### config.mk
export PLATFORM = sky130hd
export DESIGN_NAME = prescaled_countdown
export DESIGN_NICKNAME = d
export VERILOG_FILES = /design/src/rtl/cdt_pkg.sv /design/src/rtl/cdt_divdec.sv /design/src/rtl/cdt_prescale.sv /design/src/rtl/cdt_counter.sv /design/src/rtl/prescaled_countdown.sv
export SDC_FILE = /design/constraint.sdc
export NUM_CORES = 1
export LEC_CHECK = 0
export ABC_AREA = 1
export BUFFER_PORTS_ARGS = -buffer_cell sky130_fd_sc_hd__buf_2
export CAP_MARGIN = 25
export CORE_UTILIZATION = 45
export DETAILED_ROUTE_END_ITERATION = 16
export GPL_ROUTABILITY_DRIVEN = 0
export PLACE_DENSITY = 0.64
export SLEW_MARGIN = 40
export SYNTH_ARGS = -nofsm -noshare
export SYNTH_HDL_FRONTEND = slang
export SYNTH_HIERARCHICAL = 1
export SYNTH_SLANG_ARGS = --single-unit
### constraint.sdc
create_clock -name clk_i -period 2.6 [get_ports clk_i]
set_clock_uncertainty 0.05 [all_clocks]
set_input_delay 0.26 -clock clk_i [delete_from_list [all_inputs] [get_ports clk_i]]
set_output_delay 0.26 -clock clk_i [all_outputs]
set_load 0.02 [all_outputs]
### src/rtl/cdt_pkg.sv
package cdt_pkg;
    localparam int CFG_W   = 4;
    localparam int SHIFT_W = 3;
    localparam logic [CFG_W-1:0] CFG_KEEP = 4'hB;
    localparam int OFF_CFG  = 0;
    localparam int OFF_INIT = 1;
    localparam int OFF_CUR  = 2;
endpackage

### src/rtl/cdt_divdec.sv
// Turns the configuration word into a prescale shift amount.
module cdt_divdec
    import cdt_pkg::*;
(
    input  logic [CFG_W-1:0]   cfg_i,
    output logic [SHIFT_W-1:0] shift_o
);
    logic [SHIFT_W-1:0] sel;

    always_comb begin
        sel     = {cfg_i[3], cfg_i[1:0]};
        // Adding one inside SHIFT_W bits wraps 7 back to 0 (divide by 1).
        shift_o = sel + SHIFT_W'(1);
    end
endmodule

### src/rtl/cdt_prescale.sv
// Phase counter that produces a tick every 2^shift clocks while running.
module cdt_prescale #(
    parameter int SHIFT_W = 3
) (
    input  logic               clk_i,
    input  logic               rst_ni,
    input  logic               run_i,
    input  logic               restart_i,
    input  logic [SHIFT_W-1:0] shift_i,
    output logic               tick_o
);
    localparam int PH_W = (1 << SHIFT_W) - 1;

    typedef struct packed {
        logic [PH_W-1:0] phase;
    } ps_t;

    ps_t             ps_d, ps_q;
    logic [PH_W:0]   span;
    logic [PH_W:0]   span_m1;
    logic [PH_W-1:0] mask;

    always_comb begin
        span    = (PH_W+1)'(1) << shift_i;
        span_m1 = span - (PH_W+1)'(1);
        mask    = span_m1[PH_W-1:0];
        tick_o  = run_i && !restart_i && ((ps_q.phase & mask) == mask);
        ps_d    = ps_q;
        if (restart_i || !run_i) begin
            ps_d.phase = '0;
        end else begin
            ps_d.phase = ps_q.phase + PH_W'(1);
        end
    end

    always_ff @(posedge clk_i or negedge rst_ni) begin
        if (!rst_ni) ps_q <= '0;
        else         ps_q <= ps_d;
    end

    // with a constant ratio above one, ticks never fall on adjacent clocks
    a_r1_no_adjacent_ticks: assert property (@(posedge clk_i) disable iff (!rst_ni)
        (tick_o && shift_i != '0) |=> (!tick_o || !$stable(shift_i)));
endmodule

### src/rtl/cdt_counter.sv
// Down counter with load, stop-at-zero and a one-cycle expiry flag.
module cdt_counter #(
    parameter int CNT_W = 32
) (
    input  logic             clk_i,
    input  logic             rst_ni,
    input  logic             load_i,
    input  logic [CNT_W-1:0] load_val_i,
    input  logic             tick_i,
    output logic [CNT_W-1:0] count_o,
    output logic             active_o,
    output logic             expire_o
);
    typedef struct packed {
        logic [CNT_W-1:0] cnt;
        logic             run;
        logic             expire;
    } cnt_t;

    cnt_t cs_d, cs_q;

    always_comb begin
        cs_d        = cs_q;
        cs_d.expire = 1'b0;
        if (load_i) begin
            cs_d.cnt = load_val_i;
            cs_d.run = (load_val_i != '0);
        end else if (cs_q.run && tick_i) begin
            cs_d.cnt = cs_q.cnt - CNT_W'(1);
            if (cs_q.cnt == CNT_W'(1)) begin
                cs_d.run    = 1'b0;
                cs_d.expire = 1'b1;
            end
        end
    end

    always_ff @(posedge clk_i or negedge rst_ni) begin
        if (!rst_ni) cs_q <= '0;
        else         cs_q <= cs_d;
    end

    assign count_o  = cs_q.cnt;
    assign active_o = cs_q.run;
    assign expire_o = cs_q.expire;

    // the expiry flag lasts one clock
    a_r6_single_pulse: assert property (@(posedge clk_i) disable iff (!rst_ni)
        expire_o |=> !expire_o);
    // expiry leaves the counter stopped at zero
    a_r6_rest_at_zero: assert property (@(posedge clk_i) disable iff (!rst_ni)
        expire_o |-> (count_o == '0 && !active_o));
    // a load takes the whole value
    a_r3_load_value: assert property (@(posedge clk_i) disable iff (!rst_ni)
        load_i |=> count_o == $past(load_val_i));
    // a zero load stops without a pulse
    a_r7_zero_load: assert property (@(posedge clk_i) disable iff (!rst_ni)
        (load_i && load_val_i == '0) |=> (!active_o && !expire_o));
    // without a load the count never rises
    a_r5_no_rise: assert property (@(posedge clk_i) disable iff (!rst_ni)
        !load_i |=> count_o <= $past(count_o));
endmodule

### src/rtl/prescaled_countdown.sv
module prescaled_countdown
    import cdt_pkg::*;
#(
    parameter int CNT_W = 32,
    parameter int OFF_W = 4
) (
    input  logic             clk_i,
    input  logic             rst_ni,
    input  logic             bus_we_i,
    input  logic [OFF_W-1:0] bus_off_i,
    input  logic [CNT_W-1:0] bus_wdata_i,
    output logic [CNT_W-1:0] bus_rdata_o,
    output logic             expire_o
);
    localparam logic [OFF_W-1:0] A_CFG  = OFF_W'(OFF_CFG);
    localparam logic [OFF_W-1:0] A_INIT = OFF_W'(OFF_INIT);
    localparam logic [OFF_W-1:0] A_CUR  = OFF_W'(OFF_CUR);

    typedef struct packed {
        logic [CFG_W-1:0] cfg;
        logic [CNT_W-1:0] init;
        logic [CNT_W-1:0] rdata;
    } regs_t;

    regs_t              rg_d, rg_q;
    logic               load;
    logic [SHIFT_W-1:0] shift;
    logic               tick;
    logic [CNT_W-1:0]   count;
    logic               active;

    assign load = bus_we_i && (bus_off_i == A_INIT);

    cdt_divdec u_dec (
        .cfg_i   (rg_q.cfg),
        .shift_o (shift)
    );

    cdt_prescale #(.SHIFT_W(SHIFT_W)) u_pre (
        .clk_i     (clk_i),
        .rst_ni    (rst_ni),
        .run_i     (active),
        .restart_i (load),
        .shift_i   (shift),
        .tick_o    (tick)
    );

    cdt_counter #(.CNT_W(CNT_W)) u_cnt (
        .clk_i      (clk_i),
        .rst_ni     (rst_ni),
        .load_i     (load),
        .load_val_i (bus_wdata_i),
        .tick_i     (tick),
        .count_o    (count),
        .active_o   (active),
        .expire_o   (expire_o)
    );

    always_comb begin
        rg_d = rg_q;
        if (bus_we_i) begin
            if (bus_off_i == A_CFG)  rg_d.cfg  = bus_wdata_i[CFG_W-1:0] & CFG_KEEP;
            if (bus_off_i == A_INIT) rg_d.init = bus_wdata_i;
        end
        case (bus_off_i)
            A_CFG:   rg_d.rdata = CNT_W'(rg_q.cfg);
            A_INIT:  rg_d.rdata = rg_q.init;
            A_CUR:   rg_d.rdata = active ? count : '0;
            default: rg_d.rdata = '0;
        endcase
    end

    always_ff @(posedge clk_i or negedge rst_ni) begin
        if (!rst_ni) rg_q <= '0;
        else         rg_q <= rg_d;
    end

    assign bus_rdata_o = rg_q.rdata;

    // configuration reads show only the kept bits
    a_r2_cfg_bits: assert property (@(posedge clk_i) disable iff (!rst_ni)
        ($past(bus_off_i) == A_CFG) |-> ((bus_rdata_o & ~CNT_W'(CFG_KEEP)) == '0));
    // unmapped offsets read zero
    a_r8_unmapped_zero: assert property (@(posedge clk_i) disable iff (!rst_ni)
        ($past(bus_off_i) > A_CUR) |-> (bus_rdata_o == '0));
endmodule

==> results_dict.tcl, run 1 <==
set metrics [dict create \
    n_antenna_cell 0 \
    hold_depth 3 \
    cts_buffers 9 \
    crit_fanout 20 \
    min_from "bus_wdata_i[12]" \
    first_pass_iters 5 \
    cts_tree "done" \
    grt_max_degree 65 \
    postCtsResizedCells 0 \
    core_area_sq_mm 0.01345 \
    hold_end "u_cnt/count_o[12]$_DFFE_PN0P_" \
    num_rows 42 \
    portBuffers 71 \
    slew_headroom_pct 57.16 \
    syn_inst 825 \
    clk_latency_ps 360 \
    area_delta_synth_final_pct 9.035 \
    arrival_ps 2290 \
    hold_path.class "input pin to register" \
    final_hold_viol_count 0 \
    first_iter_violations 592 \
    synth_warnings 6 \
    ir_worst_vdd_v 0.0003382 \
    drt-vias-per-instance 5.299 \
    routedWlPerCell_microns 15.84 \
    rsz0062_at_grt "false" \
    grtUsageTotal_pct 24.30 \
    synth_nets 868 \
    finish.utilization_pct 51.18 \
    die-area_sq_mm 0.01451 \
    worst_pin_slew_ps 642.6 \
    leakage_nw 3.539 \
    synth.avg_cell_area_sq_um 7.654 \
    clkSinkCount 108 \
    report.final.setup_viol 0 \
    pre_cts_ws_ps 526.2 \
    overflow 0 \
    r2r_end "u_cnt/count_o[12]$_DFFE_PN0P_" \
    cap_viol_max_count 0 \
    antenna_found_initial 0 \
    cp.required_ps 2800 \
    fin_cells 1035 \
    wirelength_microns 16390 \
    ios 72 \
    drive_above_1_share_pct 18.98 \
    drv_slew 0 \
    period_minus_slack_ps 2095 \
    start_kind "register" \
    critPathKind "register to register" \
    start_util_pct 46.94 \
    post_cts_buffers 0 \
    setup_tns_ps 0 \
    dp.cells 1018 \
    fmax_mhz 477.3 \
    layout_setup_ws_ps 504.8 \
    cts_max_path_buffers 2 \
    remaining_drc_errors 0 \
    path_clk_slew_ps 70 \
    htree_levels 3 \
    timing.final.crit_share_pct 80.58 \
    end_kind "register" \
    status "completed" \
    setup.worst_path.start "rg_q[64]$_DFFE_PN0P_" \
    r2r_cells 12 \
    dieWidth_microns 120.5 \
    grt_first_pass_wirelength_microns 27200 \
    grt_pass1_vias 5184 \
    vias 5484 \
    dieHeight_microns 120.5 \
    dp_hpwl_microns 11890 \
    ff2ff_setup_slack_ps 500 \
    num-nets-final 897 \
    ant_nets 0 \
    syn_area_sq_mm 0.006315 \
    holdBufCountCts 1 \
    power_density_mw_per_mm2 892.5 \
    r2r_start "rg_q[64]$_DFFE_PN0P_" \
    root_buffer "clkbuf_16" \
]
## worst max-delay path, cell delays in order, from the launching register on
cell	delay, ps
dfrtp_1	410
ha_1	350
inv_1	80
nand2_1	50
a21oi_1	120
nand2_1	60
a21oi_1	120
nand2_1	110
nand2_1	110
buf_4	260
inv_1	100
nand2_1	70
nand3_1	70
## cell type report
cell class | instances | area, sq um
Inverter | 98 | 367.9
Sequential cell | 108 | 2703
Multi-Input combinational cell | 550 | 2781
Fill cell | 1347 | 6568
Clock buffer | 9 | 225.2
Clock inverter | 7 | 82.58
Tap cell | 176 | 220.2
Timing Repair Buffer | 87 | 505.5
## placed cells by master (no fill, tap or decap), drive strengths merged, types with 4 or more instances in the layout
cell and instances:
buf 86, nand4 47, ha 4, clkbuf 9, a21oi 8, nand3 92
o22ai 15, o21ai 45, inv 100, o211ai 4, o221ai 9, nand2 237
nor2 83, dfrtp 108
## flip-flops by register name, indices dropped and copies added, names as in the netlist
register        cells
rg_q               35
bus_rdata_o        32
u_cnt/count_o      32
u_pre/ps_q          7
u_cnt/active_o      1
u_cnt/expire_o      1
## per-stage QoR
step / hold WS (ps) / power [mW] / instance area, sq um
after global placement: 214.1 / 4.662 / 6568
after global routing: 119.6 / 6.596 / 6885
after floorplan: -85.59 / 4.139 / 6315
after detailed placement: 216.9 / 4.695 / 6568
final: 115.1 / 6.145 / 6885
after CTS: 104.0 / 6.151 / 6885
## how the worst max path moves through the flow
stage / to / slack [ps] / depth (start not counted)
floorplan: u_cnt/count_o[16]$_DFFE_PN0P_ / 630 / 14
global placement: u_cnt/count_o[12]$_DFFE_PN0P_ / 560 / 12
detailed placement: u_cnt/count_o[12]$_DFFE_PN0P_ / 530 / 12
CTS: u_cnt/count_o[12]$_DFFE_PN0P_ / 500 / 12
global route: u_cnt/count_o[11]$_DFFE_PN0P_ / 310 / 12
finish: u_cnt/count_o[12]$_DFFE_PN0P_ / 500 / 12
## routing by layer
layer  GRT usage [%]  routed length (microns)  share of wire, %
met4           8.565                      337               2.1
met1           35.23                     7867                48
met3           4.104                      817               5.0
met2           36.49                     7372                45
met5               0                        0                 0
## power breakdown
group,total [mW],switching (mW),leakage [nW],internal [mW]
clock,1.45,0.686,0.149,0.763
combinational,2.18,1.45,1.97,0.735
sequential,2.52,0.464,1.42,2.05
(Power assumes the default switching activity.)
==> inputs of run 2 (changes only) <==
==> constraint.sdc (replaced) <==
create_clock -name clk_i -period 2.1 [get_ports clk_i]
set_clock_uncertainty 0.05 [all_clocks]
set_input_delay 0.21 -clock clk_i [delete_from_list [all_inputs] [get_ports clk_i]]
set_output_delay 0.21 -clock clk_i [all_outputs]
set_load 0.02 [all_outputs]
==> run 2 against run 1 <==
  * Count of clock-buffer cells in the layout unchanged
  * Global-route usage is 0.33 points lower
  * Final cell count is 0.48% higher
  * Combinational power grew 27%
  * Maximum frequency up 8.6%
  * Total power up 23%
  * Sequential share of layout area shrank 0.49 points
  * Register-to-register slack worse by 330 ps
  * Clock power rose by 17%
  * Non-clock buffer count increased by 5
  * Critical endpoint is now u_cnt/count_o[20]$_DFFE_PN0P_
==> results_dict.tcl, run 2 (same netlist as run 1, synthesis figures left out) <==
set metrics [dict create \
    status "completed" \
    leakage_nw 3.566 \
    critPathKind "register to register" \
    overflow 0 \
    ir_worst_vdd_v 0.0004442 \
    antenna_found_initial 0 \
    slew_headroom_pct 57.51 \
    htree_levels 3 \
    fmax_mhz 518.5 \
    total_power_mw 7.580 \
    dieWidth_microns 120.5 \
    drive_above_1_share_pct 19.91 \
    num-nets-final 902 \
    period_minus_slack_ps 1929 \
    dp.cells 1022 \
    num-fill-cells 1313 \
    dieHeight_microns 120.5 \
    report.final.setup_viol 0 \
    cts_tree "done" \
    area_delta_synth_final_pct 10.42 \
    drv_slew 0 \
    grt_pass1_vias 5042 \
    wirelength_microns 16470 \
    drt-vias-per-instance 5.338 \
    layout_setup_ws_ps 171.3 \
    hold-worst-slack_ps 54.96 \
    final_hold_viol_count 0 \
    timing.final.crit_share_pct 91.84 \
    first_pass_iters 5 \
    root_buffer "clkbuf_16" \
    num_rows 42 \
    fin_area_sq_mm 0.006973 \
    worst_pin_slew_ps 637.3 \
    power_density_mw_per_mm2 1087 \
    fin_cells 1040 \
    routedWlPerCell_microns 15.84 \
    start_kind "register" \
    die-area_sq_mm 0.01451 \
    ff2ff_setup_slack_ps 170 \
    largest_register_ffs 35 \
    first_iter_violations 553 \
    cap_viol_max_count 0 \
    grt_max_degree 76 \
    pre_cts_ws_ps 79.90 \
    vias 5551 \
    dpl-instance-area_sq_mm 0.006623 \
    regMostFlops "rg_q" \
    crit_fanout 9 \
    ant_nets 0 \
    arrival_ps 2190 \
    cts_max_path_buffers 2 \
    grtUsageTotal_pct 23.97 \
    clk_latency_ps 370 \
    clkSinkCount 108 \
    portBuffers 71 \
    hold_path.class "input pin to register" \
    start_util_pct 46.94 \
    ios 72 \
    final_cell_mix "nand2_1 (219), dfrtp_1 (108), nand3_1 (90)" \
    finish.utilization_pct 51.83 \
    n_antenna_cell 0 \
    core_area_sq_mm 0.01345 \
    end_kind "register" \
    path_clk_slew_ps 80 \
    cts_buffers 9 \
    remaining_drc_errors 0 \
    final_common_cell "nand2_1" \
    grt_first_pass_wirelength_microns 26710 \
    setup_tns_ps 0 \
    cp.required_ps 2360 \
    dp_hpwl_microns 11790 \
]
-- run 2: layout make-up --
type,count,area (sq um),area share (%)
clock inverters,7,66.31,0.9510
multi-input cells,550,2808,40.27
flip-flops and latches,108,2703,38.76
inverters,98,367.9,5.275
repair buffers,92,583.1,8.362
clock buffers,9,225.2,3.230
well taps,176,220.2,3.158
-- run 2: report_power, final --
group	internal [mW]	total, mW	switching, mW
combinational	0.951	2.76	1.81
clock	0.835	1.70	0.868
sequential	2.54	3.12	0.579
-- run 2: what timing repair did --
item	in CTS	in global routing
hold endpoints to repair	38	0
resized for setup	0	9
setup buffers	0	1
hold buffers	1	0
endpoints found under the setup margin	0	21
-- run 2: worst paths after layout --
check | start | to | depth (start not counted)
worst max-delay path | rg_q[65]$_DFFE_PN0P_ | u_cnt/count_o[20]$_DFFE_PN0P_ | 14
worst min-delay path | bus_wdata_i[12] | u_cnt/count_o[12]$_DFFE_PN0P_ | 3
worst max register to register | rg_q[65]$_DFFE_PN0P_ | u_cnt/count_o[20]$_DFFE_PN0P_ | 14
worst min register to register | rg_q[40]$_DFFE_PN0P_ | rg_q[40]$_DFFE_PN0P_ | 2
max in group asynchronous | rst_ni | rg_q[50]$_DFFE_PN0P_ | 3
min in group asynchronous | rst_ni | rg_q[63]$_DFFE_PN0P_ | 2
-- run 2: critical path, cell delays in order (launching register included) --
cell	delay, ps
dfrtp_1	430
ha_4	180
nand2_1	60
nand2_1	80
inv_1	60
nand2_1	40
a21oi_1	110
nand2_1	70
a21oi_2	120
nand2_2	100
nor2_4	160
buf_6	150
buf_4	140
nand3_1	70
nand2_1	70
-- run 2: per-layer routing --
metal | share of wire, % | GRT usage, %
met1 | 46 | 33.83
met2 | 45 | 36.31
met3 | 6.4 | 5.189
met4 | 2.2 | 8.256
met5 | 0 | 0
==> inputs of run 3 (changes only) <==
--- a/config.mk
+++ b/config.mk
@@ -12,6 +12,7 @@
 export DETAILED_ROUTE_END_ITERATION = 16
 export GPL_ROUTABILITY_DRIVEN = 0
 export PLACE_DENSITY = 0.64
+export RECOVER_POWER = 25
 export SLEW_MARGIN = 40
 export SYNTH_ARGS = -nofsm -noshare
 export SYNTH_HDL_FRONTEND = slang
==> run 3 against run 2 <==
  * Maximum frequency is 0.33% higher
  * Highest routed layer unchanged
  * Combinational power hardly changed
  * Hold slack worse by 1.2 ps
  * Critical path type unchanged
  * Flip-flop and latch count stayed put
  * Final cell count stayed put
  * Sequential power hardly changed
  * Total power is 0.13% lower
  * Critical path depth stayed put
==> results_dict.tcl, run 3 (same netlist as run 1, synthesis figures left out) <==
set metrics [dict create \
    multi_input_area_sq_mm 0.002800 \
    start_util_pct 46.94 \
    first_iter_violations 577 \
    path_buf_inv 3 \
    final_cell_mix "nand2_1 (219), dfrtp_1 (108), nand3_1 (90)" \
    clk_latency_ps 370 \
    cp_top_family "simple AND/OR/NAND/NOR gates" \
    arrival_ps 2180 \
    worst_pin_slew_ps 1114 \
    hold_path.class "input pin to register" \
    total_power_mw 7.570 \
    num-fill-cells 1318 \
    htree_levels 3 \
    leakage_nw 3.561 \
    portBuffers 71 \
    die-area_sq_mm 0.01451 \
    num_rows 42 \
    fmax_mhz 520.2 \
    dieWidth_microns 120.5 \
    regArea_sq_mm 0.002703 \
    cts_buffers 9 \
    vias 5500 \
    num-nets-final 902 \
    cp.required_ps 2360 \
    grt_first_pass_wirelength_microns 26710 \
    ir_worst_vdd_v 0.0004447 \
    overflow 0 \
    final_common_cell "nand2_1" \
    dieHeight_microns 120.5 \
    drt-vias-per-instance 5.288 \
    largest_register_ffs 35 \
    fin_area_sq_mm 0.006950 \
    grt_pass1_vias 5042 \
    dp_hpwl_microns 11790 \
    slew_headroom_pct 25.74 \
    regMostFlops "rg_q" \
    period_minus_slack_ps 1922 \
    grt_max_degree 76 \
    remaining_drc_errors 0 \
    drv_slew 0 \
    cts_tree "done" \
    timing.final.crit_share_pct 91.54 \
    cap_viol_max_count 0 \
    end_kind "register" \
    critPathMaxStageDelay_ps 430 \
    report.final.setup_viol 0 \
    wirelength_microns 16450 \
    dpl-instance-area_sq_mm 0.006623 \
    ant_nets 0 \
    clkSinkCount 108 \
    drive_above_1_share_pct 19.79 \
    pre_cts_ws_ps 79.90 \
    grtUsageTotal_pct 23.97 \
    path_cells "ha_4, nand2_1, nand2_1, inv_1, nand2_1, a21oi_1, nand2_1, a21oi_2, nand2_2, nor2_4, buf_6, buf_4, nand3_1, nand2_1" \
    hold-worst-slack_ps 53.72 \
    layout_setup_ws_ps 177.7 \
    critPathSlowestCell "dfrtp_1" \
    first_pass_iters 5 \
    area_delta_synth_final_pct 10.07 \
    cpMostUsedCell "nand2_1" \
    final_hold_viol_count 0 \
    root_buffer "clkbuf_16" \
    cts_max_path_buffers 2 \
    start_kind "register" \
    status "completed" \
    ios 72 \
    power_density_mw_per_mm2 1089 \
    path_clk_slew_ps 80 \
    n_antenna_cell 0 \
    routedWlPerCell_microns 15.82 \
    core_area_sq_mm 0.01345 \
    critPathKind "register to register" \
    antenna_found_initial 0 \
    crit_fanout 9 \
]
-- run 3: cell count changes in the layout (fill, tap and decap cells not counted) --
cell      delta
buf_4        -1
clkbuf_2     +1
clkbuf_4     +1
nor2_1       +1
nor2_4       -1
buf_12       -1
-- run 3: final cells by class --
class	count	area share, %
inverters	98	5.293
flip-flops and latches	108	38.88
clock inverters	7	0.9541
well taps	176	3.168
repair buffers	92	8.173
clock buffers	9	3.240
multi-input cells	550	40.29
-- run 3: per-layer routing --
metal | track usage, % | wire (microns) | up-vias
met5 | 0 | 0 | -
met4 | 8.256 | 356 | 0
met3 | 5.189 | 1037 | 28
met2 | 36.31 | 7364 | 173
met1 | 33.83 | 7694 | 2583
li1 | - | - | 2716
-- run 3: final timing paths --
kind | to | depth (start not counted) | start | slack [ps]
setup / recovery | u_cnt/count_o[20]$_DFFE_PN0P_ | 14 | rg_q[65]$_DFFE_PN0P_ | 180
hold / removal | rg_q[34]$_DFFE_PN0P_ | 3 | bus_wdata_i[2] | 50
setup reg to reg | u_cnt/count_o[20]$_DFFE_PN0P_ | 14 | rg_q[65]$_DFFE_PN0P_ | 180
hold reg to reg | rg_q[57]$_DFFE_PN0P_ | 2 | rg_q[57]$_DFFE_PN0P_ | 430
max in group asynchronous | rg_q[50]$_DFFE_PN0P_ | 3 | rst_ni | 710
min in group asynchronous | rg_q[63]$_DFFE_PN0P_ | 2 | rst_ni | 540
-- run 3: worst register-to-register path, delay by kind of cell (launching register included) --
family	cells	cell delay, ps
flip-flops	1	430
adder cells (fa/ha/maj)	1	180
buffers and inverters	3	350
AND/OR/NAND/NOR	8	630
AO/OA/AOI/OAI	2	230
-- run 3: through the flow --
stage | setup TNS [ps] | util [%] | cells
final | 0 | 51.66 | 1040
after floorplan | 0 | - | 825
after global placement | 0 | 49.23 | 1022
after CTS | 0 | 51.47 | 1039
after global routing | -8.189 | 51.66 | 1040
after detailed placement | 0 | 49.23 | 1022
-- run 3: where the power goes --
group / total (mW) / internal [mW] / switching, mW
clock network: 1.70 / 0.835 / 0.869
logic: 2.75 / 0.947 / 1.80
registers: 3.12 / 2.54 / 0.579
total: 7.57 / 4.32 / 3.25
-- run 3: timing repair --
| item | in CTS | in global routing |
|---|---|---|
| hold buffers | 1 | 0 |
| hold endpoints to repair | 38 | 0 |
| gates resized for setup | 0 | 9 |
| setup buffers | 0 | 1 |
| endpoints found under the setup margin | 0 | 21 |
